### config.mk
export PLATFORM = sky130hd
export DESIGN_NAME = i2c_rate_gen
export DESIGN_NICKNAME = d
export VERILOG_FILES = /design/src/rtl/i2c_rate_pkg.sv /design/src/rtl/i2c_rate_ctrl.sv /design/src/rtl/i2c_rate_dp.sv /design/src/rtl/i2c_rate_gen.sv
export SDC_FILE = /design/constraint.sdc
export NUM_CORES = 1
export LEC_CHECK = 0
export ABC_AREA = 0
export CAP_MARGIN = 20
export CORE_ASPECT_RATIO = 1.4
export CORE_MARGIN = 5
export CORE_UTILIZATION = 42
export CTS_CLUSTER_DIAMETER = 150
export DETAILED_ROUTE_END_ITERATION = 16
export SLEW_MARGIN = 15
export SYNTH_ARGS = -nofsm -noshare
export SYNTH_HDL_FRONTEND = slang
export SYNTH_SLANG_ARGS = --single-unit
### constraint.sdc
create_clock -name clk -period 2.8 [get_ports clk]
set_input_delay 0.7 -clock clk [delete_from_list [all_inputs] [get_ports clk]]
set_output_delay 0.7 -clock clk [all_outputs]
set_load 0.01 [all_outputs]
### src/rtl/i2c_rate_pkg.sv
package i2c_rate_pkg;
  localparam int SUB_TICKS = 10;
  localparam int PH_W = $clog2(SUB_TICKS);

  typedef struct packed {
    logic restart;
  } rate_strobe_t;
endpackage

### src/rtl/i2c_rate_ctrl.sv
module i2c_rate_ctrl
  import i2c_rate_pkg::*;
#(
  parameter int M_W = 4,
  parameter int N_W = 3,
  parameter int RESET_BAUD = 68
) (
  input  logic               clk,
  input  logic               rstN,
  input  logic               softRst,
  input  logic               wrEn,
  input  logic [M_W+N_W-1:0] wrData,
  output rate_strobe_t       strobe,
  output logic [M_W-1:0]     mVal,
  output logic [N_W-1:0]     nVal
);
  localparam int BAUD_W = M_W + N_W;
  localparam logic [BAUD_W-1:0] BAUD_RST = BAUD_W'(RESET_BAUD);

  logic [BAUD_W-1:0] baudReg;

  always_ff @(posedge clk or negedge rstN) begin
    if (!rstN)        baudReg <= BAUD_RST;
    else if (softRst) baudReg <= BAUD_RST;
    else if (wrEn)    baudReg <= wrData;
  end

  always_comb begin
    strobe.restart = softRst | wrEn;
  end

  assign mVal = baudReg[BAUD_W-1:N_W];
  assign nVal = baudReg[N_W-1:0];
endmodule

### src/rtl/i2c_rate_dp.sv
module i2c_rate_dp
  import i2c_rate_pkg::*;
#(
  parameter int M_W = 4,
  parameter int N_W = 3,
  parameter bit EXP_PLUS_ONE = 1'b1
) (
  input  logic            clk,
  input  logic            rstN,
  input  rate_strobe_t    strobe,
  input  logic [M_W-1:0]  mVal,
  input  logic [N_W-1:0]  nVal,
  output logic            tick,
  output logic [PH_W-1:0] subPhase
);
  localparam int EXTRA   = EXP_PLUS_ONE ? 1 : 0;
  localparam int MAX_EXP = (1 << N_W) - 1 + EXTRA;
  localparam int PRE_W   = (MAX_EXP < 1) ? 1 : MAX_EXP;
  localparam logic [PH_W-1:0] PH_LAST = PH_W'(SUB_TICKS - 1);

  logic [N_W:0]      expo;
  logic [PRE_W-1:0]  preLimit;
  logic [PRE_W-1:0]  preCnt;
  logic [M_W-1:0]    mainCnt;
  logic              preDone;
  logic              mainDone;

  generate
    if (EXP_PLUS_ONE) begin : g_exp_plus
      assign expo = {1'b0, nVal} + (N_W+1)'(1);
    end else begin : g_exp_plain
      assign expo = {1'b0, nVal};
    end
  endgenerate

  // Terminal count of the first stage: 2^expo - 1, as a run of low ones
  always_comb begin
    for (int i = 0; i < PRE_W; i++) begin
      preLimit[i] = (i < int'(expo));
    end
  end

  assign preDone  = (preCnt == preLimit);
  assign mainDone = preDone && (mainCnt == mVal);

  always_ff @(posedge clk or negedge rstN) begin
    if (!rstN) begin
      preCnt   <= '0;
      mainCnt  <= '0;
      tick     <= 1'b0;
      subPhase <= '0;
    end else if (strobe.restart) begin
      preCnt   <= '0;
      mainCnt  <= '0;
      tick     <= 1'b0;
      subPhase <= '0;
    end else begin
      preCnt <= preDone ? '0 : preCnt + PRE_W'(1);
      if (preDone) begin
        mainCnt <= mainDone ? '0 : mainCnt + M_W'(1);
      end
      tick <= mainDone;
      if (mainDone) begin
        subPhase <= (subPhase == PH_LAST) ? '0 : subPhase + PH_W'(1);
      end
    end
  end
endmodule

### src/rtl/i2c_rate_gen.sv
module i2c_rate_gen
  import i2c_rate_pkg::*;
#(
  parameter int M_W = 4,
  parameter int N_W = 3,
  parameter int RESET_BAUD = 68,
  parameter bit EXP_PLUS_ONE = 1'b1
) (
  input  logic               clk,
  input  logic               rstN,
  input  logic               softRst,
  input  logic               wrEn,
  input  logic [M_W+N_W-1:0] wrData,
  output logic               tick,
  output logic [PH_W-1:0]    subPhase
);
  rate_strobe_t   strobe;
  logic [M_W-1:0] mVal;
  logic [N_W-1:0] nVal;

  i2c_rate_ctrl #(.M_W(M_W), .N_W(N_W), .RESET_BAUD(RESET_BAUD)) u_ctrl (
    .clk(clk), .rstN(rstN), .softRst(softRst), .wrEn(wrEn), .wrData(wrData),
    .strobe(strobe), .mVal(mVal), .nVal(nVal)
  );

  i2c_rate_dp #(.M_W(M_W), .N_W(N_W), .EXP_PLUS_ONE(EXP_PLUS_ONE)) u_dp (
    .clk(clk), .rstN(rstN), .strobe(strobe), .mVal(mVal), .nVal(nVal),
    .tick(tick), .subPhase(subPhase)
  );
endmodule

Yosys cells after proc, flatten, opt, wreduce, memory -nomap -nowiden
Index checks and enable logic that the tools add are counted.
{ "word_totals": {"romBits": 0, "regBits": 24, "latch_bits": 0, "word_cells": 36, "ramBits": 0, "inputBits": 11, "n_memories": 0, "output_inout_bits": 5} }
{ "classes": {"reduce_logical": 4, "addsub": 4, "order_cmp": 8, "mul": 0, "shifts": 0, "muxes": 11, "n_div": 0, "n_eq_ne": 3, "n_bitwise": 1} }
{ "ops": {"columns": ["op", "n"], "rows": [
  ["$mux 4", 6],
  ["$lt 3x4->1 const A", 4],
  ["$mux 8", 2],
  ["$mux 7", 2],
  ["$add 4x1->4 const B", 2],
  ["$add 8x1->8 const B", 1],
  ["$eq 8x8->1", 1],
  ["$lt 1x4->1 const A", 2],
  ["$lt 2x4->1 const A", 2],
  ["$reduce_bool 2->1", 3],
  ["$add 3x1->4 const B", 1],
  ["$eq 4x4->1", 1],
  ["$eq 4x4->1 const B", 1],
  ["$logic_and 1x1->1", 1],
  ["$mux 1", 1],
  ["$or 1x1->1", 1]
]} }

Logic depth before layout (Yosys ltp)
{ "depth": {"depth_word": 7, "depth_mapped": 9, "depth_no_buf": 8} }

Cells and area by module
Synthesis repeated with hierarchy kept, for this count alone.
{ "unflattened": {"hier_cells": 150, "area_unflattened_um2": 1446.4} }
{ "by_module_without_submodules": {"columns": ["module", "area_per_inst_um2", "seq_area_each_um2", "cells_each", "n_inst"], "rows": [
  ["i2c_rate_dp", 1143.6, 425.4, 126, 1],
  ["i2c_rate_ctrl", 302.8, 177.7, 24, 1]
]} }

Least setup slack after synthesis
Ideal clock, no wire load.
{ "synth_timing": {"path_kind": "register -> register", "startpoint": "register u_ctrl.baudReg[0]", "endpoint": "register u_dp.subPhase[3]", "synth_period_minus_slack_ns": 2.399, "arrival_time_ns": 2.273, "path_buffers": 1, "stages_incl_launch_ff": 9, "path_slack_ns": 0.401, "t_required_ns": 2.674, "setup_ns": 0.126, "cell_sequence": "dfrtp_1 -> ha_1 -> buf_6 -> xor2_1 -> a211o_1 -> a32o_2 -> nor4_4 -> o21ai_2 -> a311o_1"} }
{ "synth_between": {"elab_chain_cells": 5, "word_cells_on_any_way": 12, "cone_classes": "1 x add/sub; 8 x order compare; 1 x eq/ne; 2 x reduce/logical"} }
{ "synth_lines": {"columns": ["element", "line", "rtl"], "rows": [
  ["from (decl)", "i2c_rate_ctrl.sv:20", "logic [BAUD_W-1:0] baudReg;"],
  ["from (signal assigned)", "i2c_rate_ctrl.sv:25", "else if (wrEn) baudReg <= wrData;"],
  ["$add 3x1->4 (*)", "i2c_rate_dp.sv:30", "assign expo = {1'b0, nVal} + (N_W+1)'(1);"],
  ["$lt 1x4->1, or another cell as far along", "i2c_rate_dp.sv:39", "preLimit[i] = (i < int'(expo));"],
  ["$eq 8x8->1 (*)", "i2c_rate_dp.sv:43", "assign preDone = (preCnt == preLimit);"],
  ["$logic_and 1x1->1 (*)", "i2c_rate_dp.sv:44", "assign mainDone = preDone && (mainCnt == mVal);"],
  ["$reduce_bool 2->1 (no source line) (*)", null, null],
  ["to (signal assigned)", "i2c_rate_dp.sv:64", "subPhase <= (subPhase == PH_LAST) ? '0 : subPhase + PH_W'(1);"],
  ["to (decl)", "i2c_rate_dp.sv:14", "output logic [PH_W-1:0] subPhase"]
]} }
Mark *: on every way between the ends. The rest lies on a longest branch, timed or not.
A chain may end at the register's enable or synchronous reset.

Final worst setup path
{ "layout_timing": {"startpoint": "register u_ctrl.baudReg[0]", "endpoint": "register u_dp.subPhase[2]"} }
The elaborated chain is that of the path after synthesis.

==> metrics.cfg <==
[status]
status=complete, no violations

[setup_path]
startpoint_type=flop
r2r_start=u_ctrl.baudReg[0]
r2r_slack_ps=370
end_kind=flop
rr_worst_depth=8
reg2reg_to=u_dp.subPhase[2]
path_max_fanout=9
cp.required_ps=2960
crit_type=reg2reg
arrival_ps=2580

[synth]
ys_warn_count=0
async_flop_share_pct=100.0
synth_nets=162
postSynthCellCount=145
avgSynthCellArea_um2=9.837
netlist_area_um2=1426
ys_types=43
ys_ff_latch=24
synth_edf_count=0
ys_seq_area_share_pct=42.28
synth_ff_type=dfrtp_1

[global_routing]
top_usage_layer=met2
grt-ovfl-total=0
globalRouteMet1Util_pct=16.03
antenna_found_initial=0
grt_pass1_vias=1091
grt_usage_pct=13.08
use_met2_pct=22.87
grt_max_degree=25
grt_first_pass_wirelength_um=4830
use_met3_pct=1.463

[timing]
rsz0062_at_grt=no
setup_viol=0
period_needed_ps=2425
tns_ps=0
finClkSkew_ps=6.722
fin_ws_ps=374.7
fin_crit_sh_pct=86.62
max_freq_ghz=0.4123
worstMarginPinSlew_ps=541.5
hold_slack_ps=540.4
final-hold-violation-count=0
relSlewSlack_pct=63.77
slew_violations=0

[die]
die_area_um2=4678
die_w_um=59.25
pin_count=16
die-height_um=78.96
core_area_um2=3316
initial_core_util_pct=43.02
row_count=25

[route]
firstDrtPassIters=4
vias=1066
wl_um=2724
viasPerCell=5.330
drtIter0Drc=26
wl_per_cell_um=13.62
drc=0
final_antenna_net_count=0

[clocking]
cts_inserted_buffers=3
hold_buffers=0
clock_path_buffers=2
clock_sinks=24
clock_latency_ps=260
clkTransAtPathRegs_ps=80
cts_tree=built
cts_resized=0
h-tree-depth=1
clockRootBuffer=clkbuf_8
cts_setup_buffers=0

[worst_hold_path]
whs_endpoint=u_dp.mainCnt[3]
whs_path_depth=1
hold_start=u_dp.mainCnt[3]
min_path_type=reg2reg

[power]
p_switching_mw=0.1523
p_int_mw=0.4955
p_sw_share_pct=23.51
power_per_cell_area_nw_per_um2=391.9
power_mw=0.6478
p_comb_share_pct=12.1
ir_drop_v=0.0002579
pwr-share-clk_pct=31.5
leakage_nw=0.7093
seqPwrFrac_pct=56.4

[finish]
layout-drive-gt1-share_pct=8.125
syn_to_final_growth_pct=15.88
finalNonFillerCells=200
seqCellArea_um2=603.1
layout.nets=178
multi_input_area_um2=767.0
diodes=0
n_fill_cell=332

[placement]
dp_worst_setup_slack_ps=366.1
dp.cells=196
dpl.hpwl_um=2092
io_buffers=15
gp_congestion=0.8397

[run]
maxCapViolations=0

[synthesized netlist by cell type, types with 2 or more instances]
cell	n	area, um2
ha_1	6	75.07
nor2b_1	2	12.51
xor2_1	6	52.55
nand2b_1	3	18.77
dfstp_2	2	52.55
dfrtp_1	22	550.5
nand4_1	2	12.51
a21oi_1	4	20.02
and2_1	2	12.51
a211o_1	3	26.28
xnor2_1	8	70.07
clkbuf_1	4	15.01
nor3_1	3	15.01
buf_6	2	22.52
nand2_1	9	33.78
inv_1	4	15.01
nor2_1	21	78.83
and4_1	2	17.52
mux2i_1	8	80.08
nand3b_1	2	15.01
and3_1	3	18.77
nand3_1	6	30.03
[critical path, stage by stage (launching register included)]
cell and delay [ps]:
dfrtp_1 440, ha_1 340, xor2_1 220, a211o_1 300
a32o_2 290, nor4_4 280, buf_4 210, a21oi_1 70
a31o_1 180
[power groups by stage]
stage | Clock, mW | Combinational, mW | Sequential, mW
floorplan | 0 | 0.0539 | 0.368
global placement | 0 | 0.0782 | 0.372
detailed placement | 0 | 0.0796 | 0.372
CTS | 0.215 | 0.0798 | 0.365
global route | 0.229 | 0.0874 | 0.367
finish | 0.204 | 0.0782 | 0.365
[worst max path at each step]
stage / to / from / slack (ps)
global route: u_dp.mainCnt[3] / u_ctrl.baudReg[0] / 170
CTS: u_dp.mainCnt[3] / u_ctrl.baudReg[0] / 350
finish: u_dp.subPhase[2] / u_ctrl.baudReg[0] / 370
floorplan: u_dp.subPhase[3] / u_ctrl.baudReg[0] / 400
global placement: u_dp.subPhase[2] / u_ctrl.baudReg[0] / 390
detailed placement: u_dp.mainCnt[3] / u_ctrl.baudReg[0] / 370
[cell type report]
| class | instances | share of cell area (%) |
|---|---|---|
| Multi-Input combinational cell | 110 | 46.40 |
| Tap cell | 40 | 3.028 |
| Timing Repair Buffer | 18 | 10.45 |
| Inverter | 4 | 0.9084 |
| Clock buffer | 4 | 2.725 |
| Sequential cell | 24 | 36.49 |
[metal layers]
| metal | wire, um | part of all wire [%] |
|---|---|---|
| met1 | 1252 | 46 |
| met4 | 35 | 1.3 |
| met3 | 45 | 1.7 |
| met2 | 1390 | 51 |
| met5 | 0 | 0 |
[registers in the layout, summed over array words and instances (netlist names)]
signal,cells
u_ctrl.baudReg,7
u_dp.mainCnt,4
u_dp.preCnt,8
u_dp.subPhase,4
u_dp.tick,1
[cells in the final DEF, fill, tap and decap left out, types with 3 or more instances in the layout]
cell | netlist | layout
dfrtp_1 | 22 | 22
nor2_1 | 21 | 21
clkdlybuf4s50_1 | 0 | 15
nand2_1 | 9 | 9
xnor2_1 | 8 | 8
mux2i_1 | 8 | 8
xor2_1 | 6 | 6
nand3_1 | 6 | 6
ha_1 | 6 | 6
inv_1 | 4 | 4
a21oi_1 | 4 | 4
nand2b_1 | 3 | 3
and3_1 | 3 | 3
nor3_1 | 3 | 3
a211o_1 | 3 | 3
clkbuf_8 | 0 | 3
buf_4 | 0 | 3
[kinds of logic after synthesis]
kind of cell               share of synthesized area, %
AOI/OAI and AO/OA                                 10.97
and+or+nand+nor                                   23.33
adders and majority gates                         5.263
buffers and inverters                             3.946
xor gates and xnor gates                          8.597
muxes                                             5.614
DFF                                               42.28
[through the flow]
step,utilization [%],cell area [um2]
after floorplan,-,1426
after global placement,48.49,1608
after detailed placement,48.49,1608
after CTS,49.85,1653
after global routing,49.85,1653
final,49.85,1653
No activity file was read; power rests on OpenSTA's default activity.
